File: config.mk
export PLATFORM = sky130hd
export DESIGN_NAME = rpn_eval
export DESIGN_NICKNAME = d
export VERILOG_FILES = /design/src/rtl/rpn_pkg.sv /design/src/rtl/rpn_rst_sync.sv /design/src/rtl/rpn_stack.sv /design/src/rtl/rpn_alu.sv /design/src/rtl/rpn_ctrl.sv /design/src/rtl/rpn_eval.sv
export SDC_FILE = /design/constraint.sdc
export NUM_CORES = 1
export LEC_CHECK = 0
export CAP_MARGIN = 20
export CORE_ASPECT_RATIO = 2
export CORE_MARGIN = 2
export CORE_UTILIZATION = 40
export DETAILED_ROUTE_END_ITERATION = 8
export HOLD_SLACK_MARGIN = 0.08
export PLACE_DENSITY = 0.57
export SLEW_MARGIN = 20
export SYNTH_ARGS = -nofsm -noshare
export SYNTH_HDL_FRONTEND = slang
export SYNTH_SLANG_ARGS = --single-unit
File: constraint.sdc
create_clock -name clk -period 1.4 [get_ports clk]
set_input_delay 0.35 -clock clk [delete_from_list [all_inputs] [get_ports clk]]
set_output_delay 0.35 -clock clk [all_outputs]
set_load 0.01 [all_outputs]
File: src/rtl/rpn_pkg.sv
package rpn_pkg;

  typedef enum logic [1:0] {
    TK_OPND = 2'b00,
    TK_OPER = 2'b01,
    TK_END  = 2'b10,
    TK_END2 = 2'b11
  } tok_kind_e;

  typedef enum logic [1:0] {
    OP_ADD  = 2'b00,
    OP_SUB  = 2'b01,
    OP_MUL  = 2'b10,
    OP_ADDX = 2'b11
  } alu_op_e;

  typedef enum logic [1:0] {
    S_IDLE  = 2'b00,
    S_POP_R = 2'b01,
    S_POP_L = 2'b10,
    S_PUSH  = 2'b11
  } ctrl_state_e;

endpackage

File: src/rtl/rpn_rst_sync.sv
module rpn_rst_sync (
  input  logic clk,
  input  logic rst_n,
  output logic rst_n_sync
);

  logic [1:0] sync_q;

  always_ff @(posedge clk or negedge rst_n) begin
    if (!rst_n) begin
      sync_q <= 2'b00;
    end else begin
      sync_q <= {sync_q[0], 1'b1};
    end
  end

  assign rst_n_sync = sync_q[1];

endmodule

File: src/rtl/rpn_stack.sv
module rpn_stack #(
  parameter int WIDTH = 16,
  parameter int DEPTH = 8,
  localparam int AW = (DEPTH > 1) ? $clog2(DEPTH) : 1,
  localparam int DW = $clog2(DEPTH + 1)
) (
  input  logic             clk,
  input  logic             rst_n,
  input  logic             push,
  input  logic             pop,
  input  logic             clr,
  input  logic [WIDTH-1:0] din,
  output logic [WIDTH-1:0] top,
  output logic [DW-1:0]    depth,
  output logic             full
);

  logic [WIDTH-1:0] mem [DEPTH];
  logic [DW-1:0]    depth_q;
  logic [DW-1:0]    depth_nxt;
  logic [AW-1:0]    wr_ptr;
  logic [AW-1:0]    top_ptr;
  logic             do_push;

  assign full    = (depth_q == DW'(DEPTH));
  assign do_push = push && !full;
  assign wr_ptr  = AW'(depth_q);
  assign top_ptr = AW'(depth_q - DW'(1));

  always_comb begin
    depth_nxt = depth_q;
    if (clr) begin
      depth_nxt = '0;
    end else if (do_push) begin
      depth_nxt = depth_q + DW'(1);
    end else if (pop && (depth_q != '0)) begin
      depth_nxt = depth_q - DW'(1);
    end
  end

  always_ff @(posedge clk or negedge rst_n) begin
    if (!rst_n) begin
      depth_q <= '0;
    end else begin
      depth_q <= depth_nxt;
    end
  end

  for (genvar i = 0; i < DEPTH; i++) begin : g_entry
    logic wr_en;
    assign wr_en = do_push && !clr && (wr_ptr == AW'(i));
    always_ff @(posedge clk) begin
      if (wr_en) begin
        mem[i] <= din;
      end
    end
  end

  assign top   = (depth_q != '0) ? mem[top_ptr] : '0;
  assign depth = depth_q;

  // the controller never asks for a push the stack must refuse
  assert_push_not_full_R8: assert property (@(posedge clk) disable iff (!rst_n)
    push |-> !full);

  // the controller never pops an empty stack
  assert_pop_not_empty_R9: assert property (@(posedge clk) disable iff (!rst_n)
    pop |-> (depth_q != '0));

  // depth moves by at most one entry per cycle unless cleared
  assert_depth_step_R2: assert property (@(posedge clk) disable iff (!rst_n)
    !clr |=> ((depth_q == $past(depth_q)) ||
              (depth_q == $past(depth_q) + DW'(1)) ||
              (depth_q == $past(depth_q) - DW'(1))));

  // a clear empties the stack
  assert_clear_empties_R6: assert property (@(posedge clk) disable iff (!rst_n)
    clr |=> (depth_q == '0));

endmodule

File: src/rtl/rpn_alu.sv
module rpn_alu
  import rpn_pkg::*;
#(
  parameter int WIDTH   = 16,
  parameter bit HAS_SUB = 1'b1
) (
  input  alu_op_e          op,
  input  logic [WIDTH-1:0] lhs,
  input  logic [WIDTH-1:0] rhs,
  output logic [WIDTH-1:0] y
);

  logic [WIDTH-1:0] sum;
  logic [WIDTH-1:0] diff;
  logic [WIDTH-1:0] prod;

  assign sum  = lhs + rhs;
  assign prod = lhs * rhs;

  if (HAS_SUB) begin : g_sub
    assign diff = lhs - rhs;
  end else begin : g_nosub
    assign diff = sum;
  end

  always_comb begin
    unique case (op)
      OP_SUB:  y = diff;
      OP_MUL:  y = prod;
      default: y = sum;
    endcase
  end

endmodule

File: src/rtl/rpn_ctrl.sv
module rpn_ctrl
  import rpn_pkg::*;
#(
  parameter int WIDTH = 16,
  parameter int DW    = 4
) (
  input  logic             clk,
  input  logic             rst_n,
  input  logic             tok_valid,
  output logic             tok_ready,
  input  logic [1:0]       tok_kind,
  input  logic [1:0]       tok_op,
  input  logic [WIDTH-1:0] tok_data,
  input  logic [WIDTH-1:0] stk_top,
  input  logic [DW-1:0]    stk_depth,
  input  logic             stk_full,
  output logic             stk_push,
  output logic             stk_pop,
  output logic             stk_clr,
  output logic [WIDTH-1:0] stk_din,
  output alu_op_e          alu_op,
  output logic [WIDTH-1:0] alu_lhs,
  output logic [WIDTH-1:0] alu_rhs,
  input  logic [WIDTH-1:0] alu_y,
  output logic             res_valid,
  output logic [WIDTH-1:0] res_data,
  output logic             res_malformed,
  output logic             err_overflow,
  output logic             err_underflow
);

  ctrl_state_e      state_q, state_nxt;
  alu_op_e          op_q;
  logic [WIDTH-1:0] rhs_q, lhs_q;
  logic             accept, is_opnd, is_oper, is_end;
  logic             short_stack, start_op, ovf_hit, udf_hit;
  logic             ovf_q, udf_q, rvalid_q, rmal_q;
  logic [WIDTH-1:0] rdata_q;

  assign tok_ready   = (state_q == S_IDLE);
  assign accept      = tok_valid && tok_ready;
  assign is_opnd     = (tok_kind == TK_OPND);
  assign is_oper     = (tok_kind == TK_OPER);
  assign is_end      = !is_opnd && !is_oper;
  assign short_stack = (stk_depth < DW'(2));
  assign start_op    = accept && is_oper && !short_stack;
  assign ovf_hit     = accept && is_opnd && stk_full;
  assign udf_hit     = accept && is_oper && short_stack;

  always_comb begin
    state_nxt = state_q;
    unique case (state_q)
      S_IDLE:  if (start_op) state_nxt = S_POP_R;
      S_POP_R: state_nxt = S_POP_L;
      S_POP_L: state_nxt = S_PUSH;
      S_PUSH:  state_nxt = S_IDLE;
      default: state_nxt = S_IDLE;
    endcase
  end

  always_ff @(posedge clk or negedge rst_n) begin
    if (!rst_n) begin
      state_q <= S_IDLE;
    end else begin
      state_q <= state_nxt;
    end
  end

  always_comb begin
    stk_push = (accept && is_opnd && !stk_full) || (state_q == S_PUSH);
    stk_pop  = (state_q == S_POP_R) || (state_q == S_POP_L);
    stk_clr  = accept && is_end;
    stk_din  = (state_q == S_PUSH) ? alu_y : tok_data;
  end

  always_ff @(posedge clk) begin
    if (start_op) begin
      op_q <= alu_op_e'(tok_op);
    end
  end

  always_ff @(posedge clk) begin
    if (state_q == S_POP_R) begin
      rhs_q <= stk_top;
    end
  end

  always_ff @(posedge clk) begin
    if (state_q == S_POP_L) begin
      lhs_q <= stk_top;
    end
  end

  assign alu_op  = op_q;
  assign alu_lhs = lhs_q;
  assign alu_rhs = rhs_q;

  always_ff @(posedge clk or negedge rst_n) begin
    if (!rst_n) begin
      ovf_q <= 1'b0;
      udf_q <= 1'b0;
    end else begin
      if (ovf_hit) ovf_q <= 1'b1;
      if (udf_hit) udf_q <= 1'b1;
    end
  end

  always_ff @(posedge clk or negedge rst_n) begin
    if (!rst_n) begin
      rvalid_q <= 1'b0;
    end else begin
      rvalid_q <= stk_clr;
    end
  end

  always_ff @(posedge clk) begin
    if (stk_clr) begin
      rdata_q <= stk_top;
      rmal_q  <= (stk_depth != DW'(1));
    end
  end

  assign res_valid     = rvalid_q;
  assign res_data      = rdata_q;
  assign res_malformed = rmal_q;
  assign err_overflow  = ovf_q;
  assign err_underflow = udf_q;

  // a started operator blocks the input on the following cycle
  assert_busy_after_op_R10: assert property (@(posedge clk) disable iff (!rst_n)
    start_op |=> !tok_ready);

  // the busy window ends with ready again three cycles on
  assert_ready_returns_R10: assert property (@(posedge clk) disable iff (!rst_n)
    (stk_push && !tok_ready) |=> tok_ready);

  // an accepted end marker produces a result strobe
  assert_end_gives_result_R6: assert property (@(posedge clk) disable iff (!rst_n)
    (accept && is_end) |=> res_valid);

  // overflow flag is sticky
  assert_no_overflow_clear_R8: assert property (@(posedge clk) disable iff (!rst_n)
    err_overflow |=> err_overflow);

  // underflow flag is sticky and a refused operator keeps ready high
  assert_no_underflow_clear_R9: assert property (@(posedge clk) disable iff (!rst_n)
    err_underflow |=> err_underflow);

  assert_udf_keeps_ready_R9: assert property (@(posedge clk) disable iff (!rst_n)
    udf_hit |=> (tok_ready && !stk_pop));

endmodule

File: src/rtl/rpn_eval.sv
module rpn_eval
  import rpn_pkg::*;
#(
  parameter int WIDTH   = 16,
  parameter int DEPTH   = 8,
  parameter bit HAS_SUB = 1'b1
) (
  input  logic             clk,
  input  logic             rst_n,
  input  logic             tok_valid,
  output logic             tok_ready,
  input  logic [1:0]       tok_kind,
  input  logic [1:0]       tok_op,
  input  logic [WIDTH-1:0] tok_data,
  output logic             res_valid,
  output logic [WIDTH-1:0] res_data,
  output logic             res_malformed,
  output logic             err_overflow,
  output logic             err_underflow
);

  localparam int DW = $clog2(DEPTH + 1);

  logic             rst_n_s;
  logic             push, pop, clr, full;
  logic [WIDTH-1:0] din, top;
  logic [DW-1:0]    depth;
  alu_op_e          aop;
  logic [WIDTH-1:0] lhs, rhs, y;

  rpn_rst_sync u_rst (
    .clk        (clk),
    .rst_n      (rst_n),
    .rst_n_sync (rst_n_s)
  );

  rpn_stack #(.WIDTH(WIDTH), .DEPTH(DEPTH)) u_stack (
    .clk   (clk),
    .rst_n (rst_n_s),
    .push  (push),
    .pop   (pop),
    .clr   (clr),
    .din   (din),
    .top   (top),
    .depth (depth),
    .full  (full)
  );

  rpn_alu #(.WIDTH(WIDTH), .HAS_SUB(HAS_SUB)) u_alu (
    .op  (aop),
    .lhs (lhs),
    .rhs (rhs),
    .y   (y)
  );

  rpn_ctrl #(.WIDTH(WIDTH), .DW(DW)) u_ctrl (
    .clk           (clk),
    .rst_n         (rst_n_s),
    .tok_valid     (tok_valid),
    .tok_ready     (tok_ready),
    .tok_kind      (tok_kind),
    .tok_op        (tok_op),
    .tok_data      (tok_data),
    .stk_top       (top),
    .stk_depth     (depth),
    .stk_full      (full),
    .stk_push      (push),
    .stk_pop       (pop),
    .stk_clr       (clr),
    .stk_din       (din),
    .alu_op        (aop),
    .alu_lhs       (lhs),
    .alu_rhs       (rhs),
    .alu_y         (y),
    .res_valid     (res_valid),
    .res_data      (res_data),
    .res_malformed (res_malformed),
    .err_overflow  (err_overflow),
    .err_underflow (err_underflow)
  );

endmodule

==> run summary <==
Post-route ant nets = 0
Fin. Hold Viols = 0
Synthesized cell area = 12400 um2
Setup slack at placement = -4.37 ns
RSZ-0062 raised after global routing = true
Die H = 253 um
Crit end category = flip-flop
Overall routing resource usage = 0.226
Die X = 129 um
Worst reg2reg path depth = 18
Worst path max stage delay = 0.53 ns
IO Pins = 44
Detailed Place HPWL = 26700 um
Cell accounting for the most synthesized area = edfxtp_1
Die ar. = 32500 um2
Maxcap violations = 0
Fin worst setup slack = -4.24 ns
H-tree depth = 4
Vias in the first global route = 9419
Syn Nets = 1192
Core Box Area = 30700 um2
Final Max Tran Viols = 0
Ys flop type = edfxtp_1
1st-pass router iterations = 4
Fin area = 16900 um2
CTS tree = yes
R2R Setup Slk = -4.24 ns
Worst-skew pair later-pin latency = 0.45 ns
Tightest Hold Check Type = flip-flop to async pin
CTS sink cnt = 190
Via count = 8524
Slowest cell on crit path = edfxtp_1
Pin count of the biggest net entering global routing = 23
Startpoint Class = flip-flop
Worst clock skew = 0.00640 ns
Worst reg2reg startpoint = u_ctrl.alu_lhs[6]
Seq/Total Area, Yosys = 0.455
Avg Synthesized Cell Area = 12.3 um2
Achievable clock frequency = 0.177 GHz
CP dominant cell by count = fa_1
Post-synth EDFFs = 179
Cells after synthesis = 1010
CP arrival = 5.81 ns
Status = finished with violations
Total CTS buffers = 17
Critical path class = flip-flop to flip-flop
CP cell instances = and2_4 -> fa_1 -> inv_1 -> fa_1 -> fa_1 -> fa_1 -> inv_1 -> fa_1 -> inv_1 -> fa_1 -> inv_2 -> ha_4 -> and3_4 -> a211o_1 -> a21o_1 -> a21oi_2 -> xnor2_1 -> a221o_2
Gp weighted congestion = 0.919
Share of cells above drive strength 1 = 0.367
WP buf/inv = 4
Async SR Flop Fraction = 0.0579
Clock Tree Buf Depth = 2
Worst setup path start = u_ctrl.alu_lhs[6]
CP Depth = 18
Initial detailed-routing violation count = 391
Failing checks = setup timing
Clk pin slew, worst setup/hold paths = 0.07 ns
Most frequent cell after synthesis = edfxtp_1
Initial Util = 0.404
Synth warn = 0
Post-synth cell types = 58
Global route total overflow = 0
Post-synth top area share = 0.433
Initial antenna violation count = 0
Area post-placement = 15500 um2
Diodes inserted = 0
Synth area leaders = edfxtp_1 43%, fa_1 13%, ha_1 7.9%
Post-Route WL = 34600 um
Period minus WS final = 5.64 ns
CP max FO = 8
Fin nets = 1454
Final setup violation count = 349
Avg WL per Cell = 20.9 um
FP Rows = 91
Worst Path Required = 1.57 ns
Final core utilization = 0.551
R2R Path End = u_stack.mem[5][14]
Filler cells = 2608
Crit share post-route = 4.03
P&R area growth vs syn = 36.4%
First-pass GRT wire length = 53000 um
DRC viols = 0
PortBufs = 43
Root buffer cell = clkbuf_16
Crit-path leading delay family = adder cells
Mean number of vias per cell = 5.15
Synthesis-stage register bit count = 190
Most frequent cells after synthesis = 179 x edfxtp_1, 125 x inv_1, 93 x nand2_1
## final cells by class
| type | count | area (um2) | area share |
|---|---|---|---|
| Multi-Input combinational cell | 653 | 7020 | 0.414 |
| Sequential cell | 190 | 5650 | 0.334 |
| Timing Repair Buffer | 285 | 2730 | 0.161 |
| Inverter | 125 | 484 | 0.0286 |
| Tap cell | 372 | 465 | 0.0275 |
| Clock buffer | 17 | 425 | 0.0251 |
| Clock inverter | 14 | 161 | 0.00953 |
## through the flow
| stage | setup TNS (ns) | instances | hold slack (ns) |
|---|---|---|---|
| finish | -484.80 | 1656 | 0.159 |
| global route | -522.32 | 1656 | 0.209 |
| CTS | -495.93 | 1648 | 0.179 |
| detailed placement | -545.79 | 1594 | 0.175 |
| global placement | -541.78 | 1594 | 0.170 |
| floorplan | -428.65 | 1010 | 0.0544 |
## worst max-delay path by stage
stage,slack [ns],to
global route,-4.44,u_stack.mem[4][14]
floorplan,-4.00,u_stack.mem[0][14]
detailed placement,-4.37,u_stack.mem[0][15]
global placement,-4.32,u_stack.mem[0][15]
finish,-4.24,u_stack.mem[5][14]
CTS,-4.25,u_stack.mem[5][14]
## placed cells by master (no fill, tap or decap), types with 23 or more instances in the layout
master / Yosys / routed
nor2_1: 58 / 47
inv_1: 125 / 108
edfxtp_1: 179 / 179
buf_6: 1 / 31
nand2_1: 93 / 79
clkdlybuf4s50_1: 0 / 42
and2_4: 0 / 23
fa_1: 81 / 74
mux4_2: 32 / 32
and2_1: 73 / 50
buf_4: 0 / 183
xnor2_1: 45 / 38
ha_1: 78 / 54
## worst register-to-register path, stage by stage, from the launching register on
cell and delay (ns):
edfxtp_1 0.53, and2_4 0.21, fa_1 0.51, inv_1 0.05, fa_1 0.50, fa_1 0.43, fa_1 0.49, inv_1 0.05
fa_1 0.49, inv_1 0.05, fa_1 0.50, inv_2 0.05, ha_4 0.23, and3_4 0.15, a211o_1 0.28, a21o_1 0.18
a21oi_2 0.13, xnor2_1 0.10, a221o_2 0.45
## timing repair
action                                  4_1_cts  5_1_grt
pin swaps                                    33       48
endpoints found under the hold margin         2        0
hold buffers                                  1        0
cloned                                        4        0
buffers inserted                             20       10
gates resized for setup                      72       59
endpoints found under the setup margin      349      351
## registers in the layout (all words and copies together), names as in the netlist
name and flops:
u_ctrl.err_overflow 1, u_ctrl.state_q 2, u_ctrl.alu_rhs 16, u_ctrl.res_valid 1
u_ctrl.res_malformed 1, u_ctrl.res_data 16, u_ctrl.alu_op 2, u_stack.depth 4
u_rst.sync_q 2, u_ctrl.alu_lhs 16, u_ctrl.err_underflow 1, u_stack.mem 128
## logic make-up after synthesis
| logic type | share of synthesized area |
|---|---|
| AND/OR/NAND/NOR | 0.110 |
| flip-flops | 0.455 |
| buffers and inverters | 0.0519 |
| adder cells (fa/ha/maj) | 0.209 |
| AO/OA/AOI/OAI | 0.0538 |
| XOR/XNOR | 0.0447 |
| multiplexers | 0.0743 |
| other | 0.000302 |
## layer usage
metal / part of all wire / up-vias / GRT usage
met5: 0 / - / 0
met4: 0.051 / 0 / 0.111
met3: 0.019 / 87 / 0.0230
met2: 0.60 / 163 / 0.463
met1: 0.32 / 4290 / 0.213
li1: - / 3984 / -
Power is left out: the tool's default activity adds up to more than one toggle a clock period on the data nets, which glitch-free logic cannot reach.
